### src/rtl/bank_sync_unit.sv
module bank_sync_unit #(
  parameter int NLINK = 4,
  parameter int PER_W = 15
) (
  input  logic             clk,
  input  logic             rst_n,
  input  logic             wr_en,
  input  logic [31:0]      wr_data,
  output logic [31:0]      rd_data,
  output logic [NLINK-1:0] switch_strobe,
  output logic             sync_edge,
  output logic             period_loaded
);
  localparam int UPD_BIT = PER_W;
  localparam int ARM_LSB = 16;
  localparam int GO_BIT  = 24;

  logic [PER_W-1:0] per_prog, per_act, cnt;
  logic             upd_req, go_pend;
  logic [NLINK-1:0] arm, pend_mask;

  wire             boundary = (cnt == per_act);
  wire [NLINK-1:0] wr_arm   = wr_en ? wr_data[ARM_LSB +: NLINK] : '0;
  wire             go_take  = wr_en && wr_data[GO_BIT] && !go_pend && |(arm | wr_arm);

  assign sync_edge = boundary;

  always_ff @(posedge clk) begin
    if (!rst_n) begin
      cnt           <= '0;
      per_prog      <= '0;
      per_act       <= '0;
      upd_req       <= 1'b0;
      go_pend       <= 1'b0;
      arm           <= '0;
      pend_mask     <= '0;
      switch_strobe <= '0;
      period_loaded <= 1'b0;
    end else begin
      cnt <= boundary ? '0 : cnt + 1'b1;
      if (wr_en) per_prog <= wr_data[PER_W-1:0];
      if (wr_en && wr_data[UPD_BIT]) upd_req <= 1'b1;
      else if (boundary)             upd_req <= 1'b0;
      period_loaded <= boundary && upd_req;
      if (boundary && upd_req) per_act <= per_prog;
      if (go_take) begin
        arm       <= '0;
        pend_mask <= arm | wr_arm;
        go_pend   <= 1'b1;
      end else begin
        arm <= arm | wr_arm;
      end
      if (boundary && go_pend) begin
        switch_strobe <= pend_mask;
        go_pend       <= 1'b0;
      end else begin
        switch_strobe <= '0;
      end
    end
  end

  always_comb begin
    rd_data                    = '0;
    rd_data[PER_W-1:0]         = per_prog;
    rd_data[UPD_BIT]           = upd_req;
    rd_data[ARM_LSB +: NLINK]  = arm;
    rd_data[GO_BIT]            = go_pend;
  end


  cnt_range_chk: assert property (@(posedge clk) disable iff (!rst_n)
    cnt <= per_act);


  strobe_after_go_chk: assert property (@(posedge clk) disable iff (!rst_n)
    (|switch_strobe) |-> ($past(go_pend) && $past(boundary) && !go_pend));


  load_after_req_chk: assert property (@(posedge clk) disable iff (!rst_n)
    period_loaded |-> ($past(upd_req) && $past(boundary)));


  go_needs_write_chk: assert property (@(posedge clk) disable iff (!rst_n)
    $rose(go_pend) |-> ($past(wr_en) && $past(wr_data[GO_BIT]) && arm == '0));


  pend_nonempty_chk: assert property (@(posedge clk) disable iff (!rst_n)
    go_pend |-> (pend_mask != '0));
endmodule

### config.mk
export PLATFORM = sky130hd
export DESIGN_NAME = bank_sync_unit
export DESIGN_NICKNAME = d
export VERILOG_FILES = /design/src/rtl/bank_sync_unit.sv
export SDC_FILE = /design/constraint.sdc
export NUM_CORES = 1
export LEC_CHECK = 0
export ABC_CLOCK_PERIOD_IN_PS = 1600
export BUFFER_PORTS_ARGS = -buffer_cell sky130_fd_sc_hd__buf_2
export CORE_MARGIN = 3
export CORE_UTILIZATION = 40
export DETAILED_ROUTE_END_ITERATION = 10
export GPL_TIMING_DRIVEN = 0
export PLACE_DENSITY = 0.66
export SLEW_MARGIN = 20
export SYNTH_ARGS = -nofsm -noshare
export SYNTH_HDL_FRONTEND = slang
export SYNTH_SLANG_ARGS = --single-unit
### constraint.sdc
create_clock -name clk -period 1.6 [get_ports clk]
set_input_delay 0.16 -clock clk [delete_from_list [all_inputs] [get_ports clk]]
set_output_delay 0.16 -clock clk [all_outputs]
set_load 0.03 [all_outputs]
==> reports/results.ini <==
[global_route]
grt_pass1_vias=1994
track_usage=0.160
grt_max_degree=12
antenna_found_initial=0
grt_pass1_wl_mm=9.31
gr-total-overflow=0

[synthesis]
netlist_top_cells_area=dfxtp_1 (46%), mux2i_1 (12%), nand2_1 (5.1%)
synth_edf_count=0
ys_types=40
ys_top_cells_by_count=dfxtp_1 (60), nand2_1 (35), nor2_1 (33), mux2i_1 (30), xnor2_1 (15)
synth_largest_area_cell=dfxtp_1
yosys.area.top_type_share=0.463
async_reset_ff_frac=0
syn_area_um2=2590
netlist_instances=268
yosysWarnings=0
synth.avg_cell_area_um2=9.68
synth_most_common_cell=dfxtp_1
ys.flop_type=dfxtp_1
ys_ff_latch=60
ys_seq_area_frac=0.463

[placed_design]
place_congestion=0.766
dp_hpwl_mm=3.98
place_ws_ps=-327
io_buffer_count=50

[final_layout]
area_growth_pct=36.6
fill_cells=553
finish.utilization=0.581
n_antenna_cell=0
multi_input_area_um2=1390
nets=395
regArea_um2=1240
drive_above_1_share=0.398

[die]
dieWidth_um=86.5
std_cell_rows=28
ios=73
start_util=0.426
dieArea_um2=7490
die_h_um=86.5
core_area_um2=6100

[job]
drv_cap=0

[routing]
num_vias=2085
drtPass1Iterations=4
drc=0
drtAntennaViolNets=0
wl_per_cell_um=13.1
vias_per_cell=4.75
wl_mm=5.75
drtIter0Drc=54

[setup_path]
end_kind=output port
worstPathMaxFanout=3
arrival_ps=1770
start_kind=register
path_class=register to output port
critPathRequiredTime_ps=1440

[cts]
cts_buffers=9
htree_levels=3
cts_tree=yes
cts.path.max_buffers=2
cts-root-buf=clkbuf_8
clk_latency_ps=330
cts_sinks=60
path_clk_slew_ps=70

[timing]
skew_ps=9.16
timing.slew.headroom=0.490
maxSlewViolCount=0
setup_violations=37
fin_crit_sh=1.21
postLayoutSetupSlackWorst_ps=-332
period_needed_ps=1930
fmax_mhz=518
timing_hold_violations_final=0
tightest_slew_ps=765
rsz0062_at_grt=yes
hold_ws_ps=59.2

[power_and_ir_drop]
power_leakage_nw=1.50
power_mw=4.15
power_density_nw_per_um2=1170
peakVddDrop_v=0.000765

[status]
violations=setup timing
outcome=finished with violations

[hold_path]
hold_class=input pin to register

## placed cells by master, fill, tap and decap left out, types with 4 or more instances in the layout
master    instances
mux2i_1          30
dfxtp_1          42
nand2_1          35
clkbuf_1          7
clkbuf_8         11
nor2_1           33
nand3_1           4
and4_1            6
xnor2_1           5
a21oi_1           7
buf_2            50
dfxtp_2          12
xnor2_2           8
buf_4            30
conb_1           11
xnor2_4           4
xor2_1            9
nand4_1           7
dfxtp_4           6
buf_6             7
## worst paths after layout
path | startpoint | to | slack, ps | cells past startpoint
setup / recovery | per_act[14]$_SDFFE_PN0P_ | sync_edge | -330 | 5
hold reg to reg | pend_mask[0]$_SDFFE_PN0P_ | pend_mask[0]$_SDFFE_PN0P_ | 460 | 1
hold / removal | wr_data[5] | per_prog[5]$_SDFFE_PN0P_ | 60 | 3
setup reg to reg | per_act[4]$_SDFFE_PN0P_ | per_act[13]$_SDFFE_PN0P_ | -160 | 8
## through the flow
step	std cells	cell area, um2	setup TNS [ps]
after floorplan	278	2640	-593
after global placement	403	2980	-6540
after detailed placement	403	2980	-7080
after CTS	432	3410	-4960
after global routing	439	3540	-6650
final	439	3540	-4310
## power by group
group | switching (mW) | internal [mW]
logic | 0.582 | 0.531
clock network | 0.590 | 0.806
registers | 0.0732 | 1.56
total | 1.25 | 2.90
## timing repair
item                                    4_1_cts  5_1_grt
gates cloned                                  1        0
setup buffers                                12        8
endpoints found under the setup margin       38       38
resized for setup                            32       22
pin swaps                                     8        8
hold buffers                                  0        0
## cell families after synthesis
family,count (synthesis),synth area share
compound gates,17,0.0458
xor+xnor,26,0.0979
fa+ha+maj,1,0.00482
buf+inv,30,0.0689
flops,60,0.463
mux,30,0.116
other cells,1,0.00145
simple gates,103,0.203
## area by class of cell
cell class	count	share of cell area
Multi-Input combinational cell	188	0.393
Clock buffer	11	0.0427
Buffer	25	0.0448
Sequential cell	60	0.349
Tap cell	75	0.0265
Clock inverter	5	0.0169
Timing Repair Buffer	71	0.121
Inverter	4	0.00565
## flip-flops by register name (all words and copies together), names as in the netlist
signal         cells
cnt               15
per_act           15
per_prog          15
arm                4
pend_mask          4
switch_strobe      4
go_pend            1
period_loaded      1
upd_req            1
## critical path: stages, from the launching register on
cell      delay, ps
dfxtp_1         400
xnor2_2         140
nand4_2         120
or4_4           580
clkinv_4         70
buf_6           120
## routing by layer
layer | routed length (um) | vias to the layer above | track usage
met4 | 155 | 0 | 0.0949
met2 | 2640 | 59 | 0.244
met3 | 276 | 14 | 0.0323
li1 | - | 1068 | -
met5 | 0 | - | 0
met1 | 2680 | 944 | 0.209
Note: power is estimated with default switching activity, not from simulation.
